===== config.mk =====
export PLATFORM = sky130hd
export DESIGN_NAME = epp_host_ctrl
export DESIGN_NICKNAME = d
export VERILOG_FILES = /design/src/rtl/epp_pkg.sv /design/src/rtl/epp_ctl_reg.sv /design/src/rtl/epp_cycle_fsm.sv /design/src/rtl/epp_pin_drive.sv /design/src/rtl/epp_host_ctrl.sv
export SDC_FILE = /design/constraint.sdc
export NUM_CORES = 1
export LEC_CHECK = 0
export CAP_MARGIN = 20
export CORE_MARGIN = 2
export CORE_UTILIZATION = 49
export DETAILED_ROUTE_END_ITERATION = 12
export PLACE_DENSITY = 0.95
export SLEW_MARGIN = 40
export SYNTH_ARGS = -nofsm -noshare
export SYNTH_HDL_FRONTEND = slang
export SYNTH_HIERARCHICAL = 1
export SYNTH_SLANG_ARGS = --single-unit

===== constraint.sdc =====
create_clock -name clk -period 3.8 [get_ports clk]
set_input_delay 0.57 -clock clk [delete_from_list [all_inputs] [get_ports clk]]
set_output_delay 0.57 -clock clk [all_outputs]
set_load 0.01 [all_outputs]

===== src/rtl/epp_pkg.sv =====
package epp_pkg;

  typedef enum logic [1:0] {
    ST_IDLE   = 2'd0,
    ST_SETUP  = 2'd1,
    ST_STROBE = 2'd2,
    ST_DONE   = 2'd3
  } epp_state_e;

  // control register bit positions
  localparam int CFG_PRESET_EN = 0;
  localparam int CFG_PRESET_IN = 1;
  localparam int CFG_TMO       = 2;

  // output buffer enable: transfer direction wins, preset applies when idle
  function automatic logic buf_enable(input logic active, input logic write,
                                      input logic pre_en, input logic pre_in);
    return active ? write : (pre_en & ~pre_in);
  endfunction

  // strobe-high clocks between two strobes when the next request waits
  function automatic int unsigned min_high_gap(input int unsigned gap);
    return gap + 3;
  endfunction

endpackage


===== src/rtl/epp_ctl_reg.sv =====
module epp_ctl_reg
  import epp_pkg::*;
(
  input  logic       clk,
  input  logic       rst_n,
  input  logic       cfg_we,
  input  logic [2:0] cfg_wdata,
  input  logic       tmo_evt,
  output logic       pre_en,
  output logic       pre_in,
  output logic       tmo_flag,
  output logic [2:0] cfg_rdata
);

  logic pre_en_q, pre_in_q, tmo_q;
  logic clr_req;

  assign clr_req = cfg_we & cfg_wdata[CFG_TMO];

  always_ff @(posedge clk or negedge rst_n) begin
    if (!rst_n) begin
      pre_en_q <= 1'b0;
      pre_in_q <= 1'b0;
      tmo_q    <= 1'b0;
    end else begin
      if (cfg_we) begin
        pre_en_q <= cfg_wdata[CFG_PRESET_EN];
        pre_in_q <= cfg_wdata[CFG_PRESET_IN];
      end
      if (tmo_evt)      tmo_q <= 1'b1;
      else if (clr_req) tmo_q <= 1'b0;
    end
  end

  assign pre_en   = pre_en_q;
  assign pre_in   = pre_in_q;
  assign tmo_flag = tmo_q;
  always_comb begin
    cfg_rdata                = '0;
    cfg_rdata[CFG_PRESET_EN] = pre_en_q;
    cfg_rdata[CFG_PRESET_IN] = pre_in_q;
    cfg_rdata[CFG_TMO]       = tmo_q;
  end

  AST_TMO_SETS: assert property (@(posedge clk) disable iff (!rst_n)
    tmo_evt |=> tmo_flag);
  AST_TMO_STICKY: assert property (@(posedge clk) disable iff (!rst_n)
    tmo_flag && !clr_req |=> tmo_flag);
  AST_TMO_CLEAR: assert property (@(posedge clk) disable iff (!rst_n)
    clr_req && !tmo_evt |=> !tmo_flag);

endmodule


===== src/rtl/epp_cycle_fsm.sv =====
module epp_cycle_fsm
  import epp_pkg::*;
#(
  parameter int DW      = 8,
  parameter int TMO_CYC = 64,
  parameter int GAP_CYC = 2
) (
  input  logic          clk,
  input  logic          rst_n,
  input  logic          req_valid,
  input  logic          req_write,
  input  logic          req_addr,
  input  logic [DW-1:0] req_wdata,
  input  logic [DW-1:0] pd_i,
  input  logic          wait_n,
  output logic          cyc_active,
  output logic          cyc_write,
  output logic          cyc_addr,
  output logic          strobe_on,
  output logic          done,
  output logic          tmo_evt,
  output logic [DW-1:0] wdata,
  output logic [DW-1:0] rdata
);

  localparam int TW = $clog2(TMO_CYC + 2);
  localparam int GW = $clog2(GAP_CYC + 2);
  localparam logic [TW-1:0] TMO_LAST = TW'(TMO_CYC - 1);
  localparam logic [GW-1:0] GAP_LOAD = GW'(GAP_CYC);

  epp_state_e    state_q, state_d;
  logic [TW-1:0] tmo_cnt_q;
  logic [GW-1:0] gap_cnt_q;
  logic          wr_q, adr_q;
  logic [DW-1:0] wdata_q, rdata_q;

  // named internal events
  logic gap_clear, accept, ack, tmo_hit;
  assign gap_clear = (gap_cnt_q == '0);
  assign accept    = (state_q == ST_IDLE) && req_valid && gap_clear;
  assign ack       = (state_q == ST_STROBE) && wait_n;
  assign tmo_hit   = (state_q == ST_STROBE) && !wait_n && (tmo_cnt_q == TMO_LAST);

  always_comb begin
    state_d = state_q;
    case (state_q)
      ST_IDLE:   if (accept) state_d = ST_SETUP;
      ST_SETUP:  state_d = ST_STROBE;
      ST_STROBE: if (ack || tmo_hit) state_d = ST_DONE;
      ST_DONE:   state_d = ST_IDLE;
      default:   state_d = ST_IDLE;
    endcase
  end

  always_ff @(posedge clk or negedge rst_n) begin
    if (!rst_n) begin
      state_q   <= ST_IDLE;
      tmo_cnt_q <= '0;
      gap_cnt_q <= '0;
      wr_q      <= 1'b0;
      adr_q     <= 1'b0;
      wdata_q   <= '0;
      rdata_q   <= '0;
    end else begin
      state_q <= state_d;
      if (accept) begin
        wr_q  <= req_write;
        adr_q <= req_addr;
        if (req_write) wdata_q <= req_wdata;
      end
      if (state_q == ST_STROBE && !ack && !tmo_hit) tmo_cnt_q <= tmo_cnt_q + 1'b1;
      else if (state_q != ST_STROBE)                tmo_cnt_q <= '0;
      if (ack && !wr_q)     rdata_q <= pd_i;
      if (tmo_hit && !wr_q) rdata_q <= '1;
      if (state_q == ST_DONE)                      gap_cnt_q <= GAP_LOAD;
      else if (state_q == ST_IDLE && !gap_clear)   gap_cnt_q <= gap_cnt_q - 1'b1;
    end
  end

  assign cyc_active = (state_q != ST_IDLE);
  assign cyc_write  = wr_q;
  assign cyc_addr   = adr_q;
  assign strobe_on  = (state_q == ST_STROBE);
  assign done       = (state_q == ST_DONE);
  assign tmo_evt    = tmo_hit;
  assign wdata      = wdata_q;
  assign rdata      = rdata_q;

  AST_STROBE_HOLD: assert property (@(posedge clk) disable iff (!rst_n)
    strobe_on && !wait_n && !tmo_hit |=> strobe_on);
  AST_ACK_ENDS: assert property (@(posedge clk) disable iff (!rst_n)
    ack |=> done && !strobe_on);
  AST_DONE_PULSE: assert property (@(posedge clk) disable iff (!rst_n)
    done |=> !done);
  AST_TMO_BOUND: assert property (@(posedge clk) disable iff (!rst_n)
    strobe_on |-> tmo_cnt_q < TW'(TMO_CYC));
  AST_GAP_ACCEPT: assert property (@(posedge clk) disable iff (!rst_n)
    (state_q == ST_SETUP) |-> $past(gap_clear));

endmodule


===== src/rtl/epp_pin_drive.sv =====
module epp_pin_drive
  import epp_pkg::*;
#(
  parameter int DW = 8
) (
  input  logic          cyc_active,
  input  logic          cyc_write,
  input  logic          cyc_addr,
  input  logic          strobe_on,
  input  logic          pre_en,
  input  logic          pre_in,
  input  logic [DW-1:0] wdata,
  output logic [DW-1:0] pd_o,
  output logic          pd_oe,
  output logic          write_n,
  output logic          dstb_n,
  output logic          astb_n
);

  logic drive;
  assign drive   = buf_enable(cyc_active, cyc_write, pre_en, pre_in);
  assign pd_oe   = drive;
  assign write_n = ~drive;
  assign pd_o    = wdata;
  assign dstb_n  = ~(strobe_on & ~cyc_addr);
  assign astb_n  = ~(strobe_on &  cyc_addr);

endmodule


===== src/rtl/epp_host_ctrl.sv =====
module epp_host_ctrl
  import epp_pkg::*;
#(
  parameter int DW      = 8,
  parameter int TMO_CYC = 64,
  parameter int GAP_CYC = 2
) (
  input  logic          clk,
  input  logic          rst_n,
  input  logic          req_valid,
  input  logic          req_write,
  input  logic          req_addr,
  input  logic [DW-1:0] req_wdata,
  output logic [DW-1:0] req_rdata,
  output logic          req_wait,
  output logic          req_done,
  input  logic          cfg_we,
  input  logic [2:0]    cfg_wdata,
  output logic [2:0]    cfg_rdata,
  output logic [DW-1:0] pd_o,
  input  logic [DW-1:0] pd_i,
  output logic          pd_oe,
  output logic          write_n,
  output logic          dstb_n,
  output logic          astb_n,
  input  logic          wait_n
);

  localparam int HW = $clog2(GAP_CYC + 4) + 1;
  localparam logic [HW-1:0] HI_MIN = HW'(min_high_gap(GAP_CYC));

  logic cyc_active, cyc_write, cyc_addr, strobe_on, done, tmo_evt;
  logic pre_en, pre_in, tmo_flag;
  logic [DW-1:0] wdata;

  epp_ctl_reg u_ctl (
    .clk(clk), .rst_n(rst_n), .cfg_we(cfg_we), .cfg_wdata(cfg_wdata),
    .tmo_evt(tmo_evt), .pre_en(pre_en), .pre_in(pre_in),
    .tmo_flag(tmo_flag), .cfg_rdata(cfg_rdata)
  );

  epp_cycle_fsm #(.DW(DW), .TMO_CYC(TMO_CYC), .GAP_CYC(GAP_CYC)) u_fsm (
    .clk(clk), .rst_n(rst_n), .req_valid(req_valid), .req_write(req_write),
    .req_addr(req_addr), .req_wdata(req_wdata), .pd_i(pd_i), .wait_n(wait_n),
    .cyc_active(cyc_active), .cyc_write(cyc_write), .cyc_addr(cyc_addr),
    .strobe_on(strobe_on), .done(done), .tmo_evt(tmo_evt),
    .wdata(wdata), .rdata(req_rdata)
  );

  epp_pin_drive #(.DW(DW)) u_pins (
    .cyc_active(cyc_active), .cyc_write(cyc_write), .cyc_addr(cyc_addr),
    .strobe_on(strobe_on), .pre_en(pre_en), .pre_in(pre_in), .wdata(wdata),
    .pd_o(pd_o), .pd_oe(pd_oe), .write_n(write_n),
    .dstb_n(dstb_n), .astb_n(astb_n)
  );

  assign req_wait = req_valid & ~done;
  assign req_done = done;

  // pin-level watchers for the assertions
  logic          strobe_low;
  logic [HW-1:0] hi_cnt_q;
  logic          seen_strobe_q;
  assign strobe_low = ~dstb_n | ~astb_n;

  always_ff @(posedge clk or negedge rst_n) begin
    if (!rst_n) begin
      hi_cnt_q      <= '0;
      seen_strobe_q <= 1'b0;
    end else begin
      if (strobe_low) begin
        hi_cnt_q      <= '0;
        seen_strobe_q <= 1'b1;
      end else if (hi_cnt_q != '1) begin
        hi_cnt_q <= hi_cnt_q + 1'b1;
      end
    end
  end

  AST_ONE_STROBE: assert property (@(posedge clk) disable iff (!rst_n)
    !(!dstb_n && !astb_n));
  AST_WR_SETUP: assert property (@(posedge clk) disable iff (!rst_n)
    $rose(strobe_low) && !write_n |-> $past(!write_n && pd_oe));
  AST_DIR_STABLE: assert property (@(posedge clk) disable iff (!rst_n)
    strobe_low && $past(strobe_low) |-> $stable(pd_oe) && $stable(write_n));
  AST_RD_BUF_OFF: assert property (@(posedge clk) disable iff (!rst_n)
    $rose(strobe_low) && write_n |-> $past(!pd_oe) && !pd_oe);
  AST_HOST_STALL: assert property (@(posedge clk) disable iff (!rst_n)
    strobe_low && req_valid |-> req_wait);
  AST_IDLE_GAP: assert property (@(posedge clk) disable iff (!rst_n)
    $rose(strobe_low) && seen_strobe_q |-> hi_cnt_q >= HI_MIN);

endmodule


==> results_dict.tcl, run 1 <==
set metrics [dict create \
    fin_util 0.685 \
    switching_share 0.337 \
    power_mw 1.35 \
    async_flop_share 1.00 \
    synthTopCellsByArea "dfrtp_1 51%, mux2_2 8.0%, nand2_1 6.0%" \
    cts_max_level 2 \
    ctsHoldBuffers 0 \
    critPathSlowestCell "clkdlybuf4s50_1" \
    cap_viol_max_count 0 \
    power_frac_clock 0.130 \
    yosysUniqueCellTypes 37 \
    syn_nets 173 \
    cp-start-kind "flop" \
    dr.first_iter.drc_count 73 \
    multiInputGateArea_sq_um 638 \
    worstHoldEndpoint "u_ctl/tmo_flag$_DFFE_PN0P_" \
    required_ns 3.23 \
    finClkSkew_ns 0.00750 \
    vias 1175 \
    tns_ns 0 \
    root_buffer "clkbuf_4" \
    pin_count 51 \
    syn_avg_cell_area_sq_um 11.0 \
    regArea_sq_um 801 \
    r2r_end "u_fsm/rdata[4]$_DFFE_PN0P_" \
    final_cell_mix "50 x clkdlybuf4s50_1, 32 x dfrtp_1, 25 x nand2_1, 11 x mux2_2, 10 x nand3_1" \
    maxClockFrequency_ghz 0.395 \
    ys_warn_count 6 \
    chipHeight_um 60.4 \
    r2r_slack_ns 2.05 \
    cpPeakStageDelay_ns 0.52 \
    critical_path_arrival_ns 1.96 \
    synth_edf_count 0 \
    total_leakage_power_nw 0.974 \
    clock_path_buffers 2 \
    ff2ff_path_depth 5 \
    status "complete, no violations" \
    cts.sinks 32 \
    ys_ff_latch 32 \
    yosysSeqAreaShare 0.514 \
    cts_tree "done" \
    slew_headroom 0.691 \
    grt_pass1_vias 1254 \
    grt_use_total 0.207 \
    cts_buffers 5 \
    dpl.hpwl_mm 2.48 \
    overflow 0 \
    start_util 0.514 \
    syn_area_sq_mm 0.00156 \
    drtAntennaViolNets 0 \
    drive_gt1_frac 0.134 \
    path_cells "inv_1, ha_1, inv_1, nand2_1, o21a_1, clkdlybuf4s50_1" \
    pwr-share-comb 0.476 \
    p_per_area_mw_per_mm2 652 \
    antenna_found_initial 0 \
    cts_setup_buffers 0 \
    crit_type "reg2out" \
    clkTransAtPathRegs_ns 0.09 \
    wl_per_cell_um 14.1 \
    p_int_mw 0.897 \
    wirelength_mm 3.25 \
    mostFrequentLayoutCell "clkdlybuf4s50_1" \
    min_path_type "reg2reg" \
    report.final.hold_viol_count 0 \
    ys.flop_type "dfrtp_1" \
    fin_crit_ns 2.53 \
    rsz0062_at_grt "no" \
    nNetsFinal 218 \
    dieArea_sq_mm 0.00364 \
    tightest_slew_ns 0.463 \
    ir_drop_mv 0.392 \
    switching_power_mw 0.455 \
    cp_common_cell "inv_1" \
    endpoint_kind "primary output" \
    grt_max_degree 33 \
    row_count 20 \
    synthCells 142 \
    clk_latency_ns 0.33 \
    p_seq_frac 0.394 \
    drv_slew 0 \
    synth_top_area_frac 0.514 \
    die_w_um 60.4 \
    path_delay_family "buffers and inverters" \
    crit_buf_inv 3 \
    yosys.area.top_type "dfrtp_1" \
    cp_max_fo 6 \
    area_delta_synth_final_pct 33.3 \
    grt_pass1_wl_mm 5.46 \
    fillers 222 \
    hold_depth 1 \
    post_cts_resized 0 \
    post-route-period-util 0.665 \
    place.port_buffers 50 \
    core_sq_mm 0.00303 \
    via_per_inst 5.09 \
    drc 0 \
    antenna_cells 0 \
    hp-start "u_ctl/tmo_flag$_DFFE_PN0P_" \
    dr.pass1.iters 4 \
    reg2reg_from "u_fsm/state_q[0]$_DFFE_PN0P_" \
    gp_congestion 0.820 \
    setup_viol 0 \
]
cell type report:
class / count / share of cell area
Multi-Input combinational cell: 90 / 0.308
Timing Repair Buffer: 51 / 0.245
Tap cell: 44 / 0.0265
Clock inverter: 1 / 0.00241
Inverter: 7 / 0.0127
Sequential cell: 32 / 0.386
Clock buffer: 6 / 0.0199
power groups by stage:
stage / Clock [mW] / Combinational (mW) / Sequential [mW]
finish: 0.176 / 0.643 / 0.532
global placement: 0 / 0.619 / 0.531
detailed placement: 0 / 0.648 / 0.541
global route: 0.199 / 0.709 / 0.549
floorplan: 0 / 0.381 / 0.543
CTS: 0.184 / 0.651 / 0.534
cell usage after synthesis (all sizes together), types with 2 or more instances:
master	number
inv	7
nand3	10
nor2b	3
ha	5
buf	12
mux2	12
nand2b	4
dfrtp	32
xnor2	2
nor2	2
nand2	26
a21oi	2
o21ai	5
a31oi	3
per-layer routing:
| layer | track usage | wire length (um) |
|---|---|---|
| met1 | 0.239 | 1330 |
| met2 | 0.354 | 1630 |
| met3 | 0.0597 | 230 |
| met4 | 0.102 | 61 |
| met5 | 0 | 0 |
per-stage QoR:
step	setup slack, ns	cell area (sq um)	instances	hold WS (ns)
2_1_floorplan	2.22	1560	142	0.274
3_3_place_gp	1.41	2030	224	0.463
3_5_place_dp	1.41	2030	224	0.471
4_1_cts	1.26	2070	231	0.491
5_1_grt	1.12	2070	231	0.522
6_report	1.27	2070	231	0.490
cells by family (layout without fill, tap and decap cells):
| group | Yosys count | count (layout) | share of synthesized area |
|---|---|---|---|
| and+or+nand+nor | 54 | 54 | 0.195 |
| DFF | 32 | 32 | 0.514 |
| buffers and inverters | 20 | 65 | 0.0756 |
| AOI/OAI and AO/OA | 16 | 16 | 0.0707 |
| muxes | 12 | 12 | 0.0868 |
| adders and majority gates | 5 | 5 | 0.0402 |
| xor gates and xnor gates | 3 | 3 | 0.0169 |
sequential cells by signal (all words and copies together), names as in the netlist, 2 cells and up:
| register | flops |
|---|---|
| u_fsm/state_q | 2 |
| u_fsm/rdata | 8 |
| u_fsm/tmo_cnt_q | 7 |
| u_fsm/wdata | 8 |
| u_fsm/gap_cnt_q | 2 |
worst reg2reg max path: cells and delay by family, from the launching register on:
kind	cells	cell delay (ns)
fa+ha+maj	1	0.45
buf+inv	1	0.09
flops	1	0.41
simple gates	3	0.73
worst max path at each step:
stage	startpoint	cells past startpoint	endpoint	slack [ns]
after floorplan	u_fsm/state_q[0]$_DFFE_PN0P_	5	write_n	2.22
after global placement	req_valid	3	req_wait	1.41
after detailed placement	req_valid	3	req_wait	1.41
after CTS	u_fsm/state_q[0]$_DFFE_PN0P_	6	write_n	1.26
after global routing	u_fsm/state_q[0]$_DFFE_PN0P_	6	write_n	1.12
final	u_fsm/state_q[0]$_DFFE_PN0P_	6	write_n	1.27
Power figures use the tool's default switching activity.
==> run 2, diff against run 1 <==
--- a/config.mk
+++ b/config.mk
@@ -7,9 +7,9 @@
 export LEC_CHECK = 0
 export CAP_MARGIN = 20
 export CORE_MARGIN = 2
-export CORE_UTILIZATION = 49
+export CORE_UTILIZATION = 45
 export DETAILED_ROUTE_END_ITERATION = 12
-export PLACE_DENSITY = 0.95
+export PLACE_DENSITY = 0.89
 export SLEW_MARGIN = 40
 export SYNTH_ARGS = -nofsm -noshare
 export SYNTH_HDL_FRONTEND = slang
==> constraint.sdc (replaced) <==
create_clock -name clk -period 2.5 [get_ports clk]
set_input_delay 0.375 -clock clk [delete_from_list [all_inputs] [get_ports clk]]
set_output_delay 0.375 -clock clk [all_outputs]
set_load 0.01 [all_outputs]
==> run 2 against run 1 <==
  * Flip-flop and latch count unchanged
  * First-iteration DRC count is 37% lower
  * Worst hold slack lost 0.046 ns
  * Critical path depth is the same
  * Critical endpoint unchanged
  * Global-route usage decreased by 3.1 points
  * Critical path type unchanged
  * Clock skew grew 0.0043 ns
  * Total power increased by 60%
  * Design area increased by 1.6%
  * Largest cell class unchanged
  * Clock power up 110%
==> results_dict.tcl, run 2 (synthesized netlist as in run 1, its figures left out) <==
set metrics [dict create \
    status "complete, no violations" \
    setup_viol 0 \
    chipHeight_um 62.8 \
    drtAntennaViolNets 0 \
    fillers 268 \
    r2r_slack_ns 0.79 \
    required_ns 2.12 \
    mostFrequentLayoutCell "clkdlybuf4s50_1" \
    reg2reg_from "u_fsm/state_q[0]$_DFFE_PN0P_" \
    pre_cts_slack_ns 0.495 \
    ctsHoldBuffers 0 \
    core_sq_mm 0.00334 \
    clk_latency_ns 0.33 \
    pin_count 51 \
    tns_ns 0 \
    grt_use_total 0.176 \
    wl_per_cell_um 13.3 \
    post_cts_resized 0 \
    min_path_type "in2async" \
    worstSetupStartpoint "u_fsm/state_q[0]$_DFFE_PN0P_" \
    ff2ff_path_depth 5 \
    place.port_buffers 50 \
    slew_headroom 0.675 \
    cts_tree "done" \
    total_leakage_power_nw 0.989 \
    grt_pass1_vias 1187 \
    post-route-period-util 0.946 \
    wirelength_mm 3.12 \
    gp_congestion 0.709 \
    dr.pass1.iters 4 \
    root_buffer "clkbuf_4" \
    finClkSkew_ns 0.0118 \
    fin_crit_ns 2.36 \
    maxClockFrequency_ghz 0.423 \
    endpoint_kind "primary output" \
    area_delta_synth_final_pct 35.4 \
    cap_viol_max_count 0 \
    grt_max_degree 33 \
    power_mw 2.16 \
    drive_gt1_frac 0.138 \
    critical_path_arrival_ns 1.99 \
    final_cell_mix "50 x clkdlybuf4s50_1, 32 x dfrtp_1, 25 x nand2_1, 11 x mux2_2, 10 x nand3_1" \
    ir_drop_mv 0.501 \
    r2r_end "u_fsm/rdata[1]$_DFFE_PN0P_" \
    overflow 0 \
    row_count 21 \
    tightest_slew_ns 0.485 \
    cts_max_level 2 \
    report.final.hold_viol_count 0 \
    clkTransAtPathRegs_ns 0.09 \
    fin_util 0.631 \
    antenna_found_initial 0 \
    drv_slew 0 \
    antenna_cells 0 \
    p_per_area_mw_per_mm2 1030 \
    crit_type "reg2out" \
    nNetsFinal 218 \
    cp_max_fo 6 \
    clock_path_buffers 2 \
    cts_setup_buffers 0 \
    dr.first_iter.drc_count 46 \
    die_w_um 62.8 \
    dieArea_sq_mm 0.00395 \
    dpl.hpwl_mm 2.39 \
    cts_buffers 5 \
    cts.sinks 32 \
    drc 0 \
    vias 1187 \
    start_util 0.466 \
    grt_pass1_wl_mm 5.48 \
    via_per_inst 5.07 \
    rsz0062_at_grt "no" \
    cp-start-kind "flop" \
    fin_ws_ns 0.135 \
]
run 2: critical path, stage by stage, from the launching register on:
cell	delay [ns]
dfrtp_1	0.41
inv_1	0.09
ha_1	0.30
inv_1	0.13
nand2_1	0.10
o21a_1	0.12
clkdlybuf4s50_1	0.53
run 2: worst max-delay path by stage:
stage / endpoint / slack, ns / cells after the start
3_3_place_gp: req_wait / 0.54 / 3
2_1_floorplan: u_fsm/rdata[0]$_DFFE_PN0P_ / 1.05 / 6
4_1_cts: write_n / 0.15 / 6
5_1_grt: write_n / 0.06 / 6
3_5_place_dp: req_wait / 0.49 / 3
6_report: write_n / 0.14 / 6
run 2: power breakdown:
| part | switching (mW) | internal, mW | total, mW |
|---|---|---|---|
| Clock | 0.165 | 0.210 | 0.375 |
| Combinational | 0.419 | 0.559 | 0.978 |
| Sequential | 0.111 | 0.701 | 0.812 |
| Total | 0.695 | 1.47 | 2.16 |
run 2: routing by layer:
metal / global-route usage / wire length (um) / part of all wire / up-vias
met5: 0 / 0 / 0 / -
met4: 0.0667 / 21 / 0.0067 / 0
met3: 0.0595 / 179 / 0.057 / 2
met2: 0.298 / 1660 / 0.53 / 43
met1: 0.208 / 1260 / 0.40 / 576
li1: - / - / - / 566
run 2: metrics by stage:
stage | hold WS [ns] | area (sq um) | cells
after global routing | 0.449 | 2110 | 234
after detailed placement | 0.465 | 2030 | 226
final | 0.444 | 2110 | 234
after global placement | 0.459 | 2030 | 226
after floorplan | 0.0794 | 1560 | 142
after CTS | 0.446 | 2110 | 234
run 2: layout make-up:
cell class | count | area (sq um) | area share
repair buffers | 51 | 508 | 0.241
multi-input cells | 90 | 638 | 0.303
clock buffers | 6 | 41.3 | 0.0196
inverters | 7 | 26.3 | 0.0125
flip-flops and latches | 32 | 801 | 0.380
well taps | 46 | 57.6 | 0.0273
clock inverters | 2 | 35.0 | 0.0166
==> run 3, diff against run 2 <==
--- a/config.mk
+++ b/config.mk
@@ -15,3 +15,4 @@
 export SYNTH_HDL_FRONTEND = slang
 export SYNTH_HIERARCHICAL = 1
 export SYNTH_SLANG_ARGS = --single-unit
+export TNS_END_PERCENT = 20
==> results of run 3 <==
The final DEF is identical to that of run 2; final timing and power are the same.
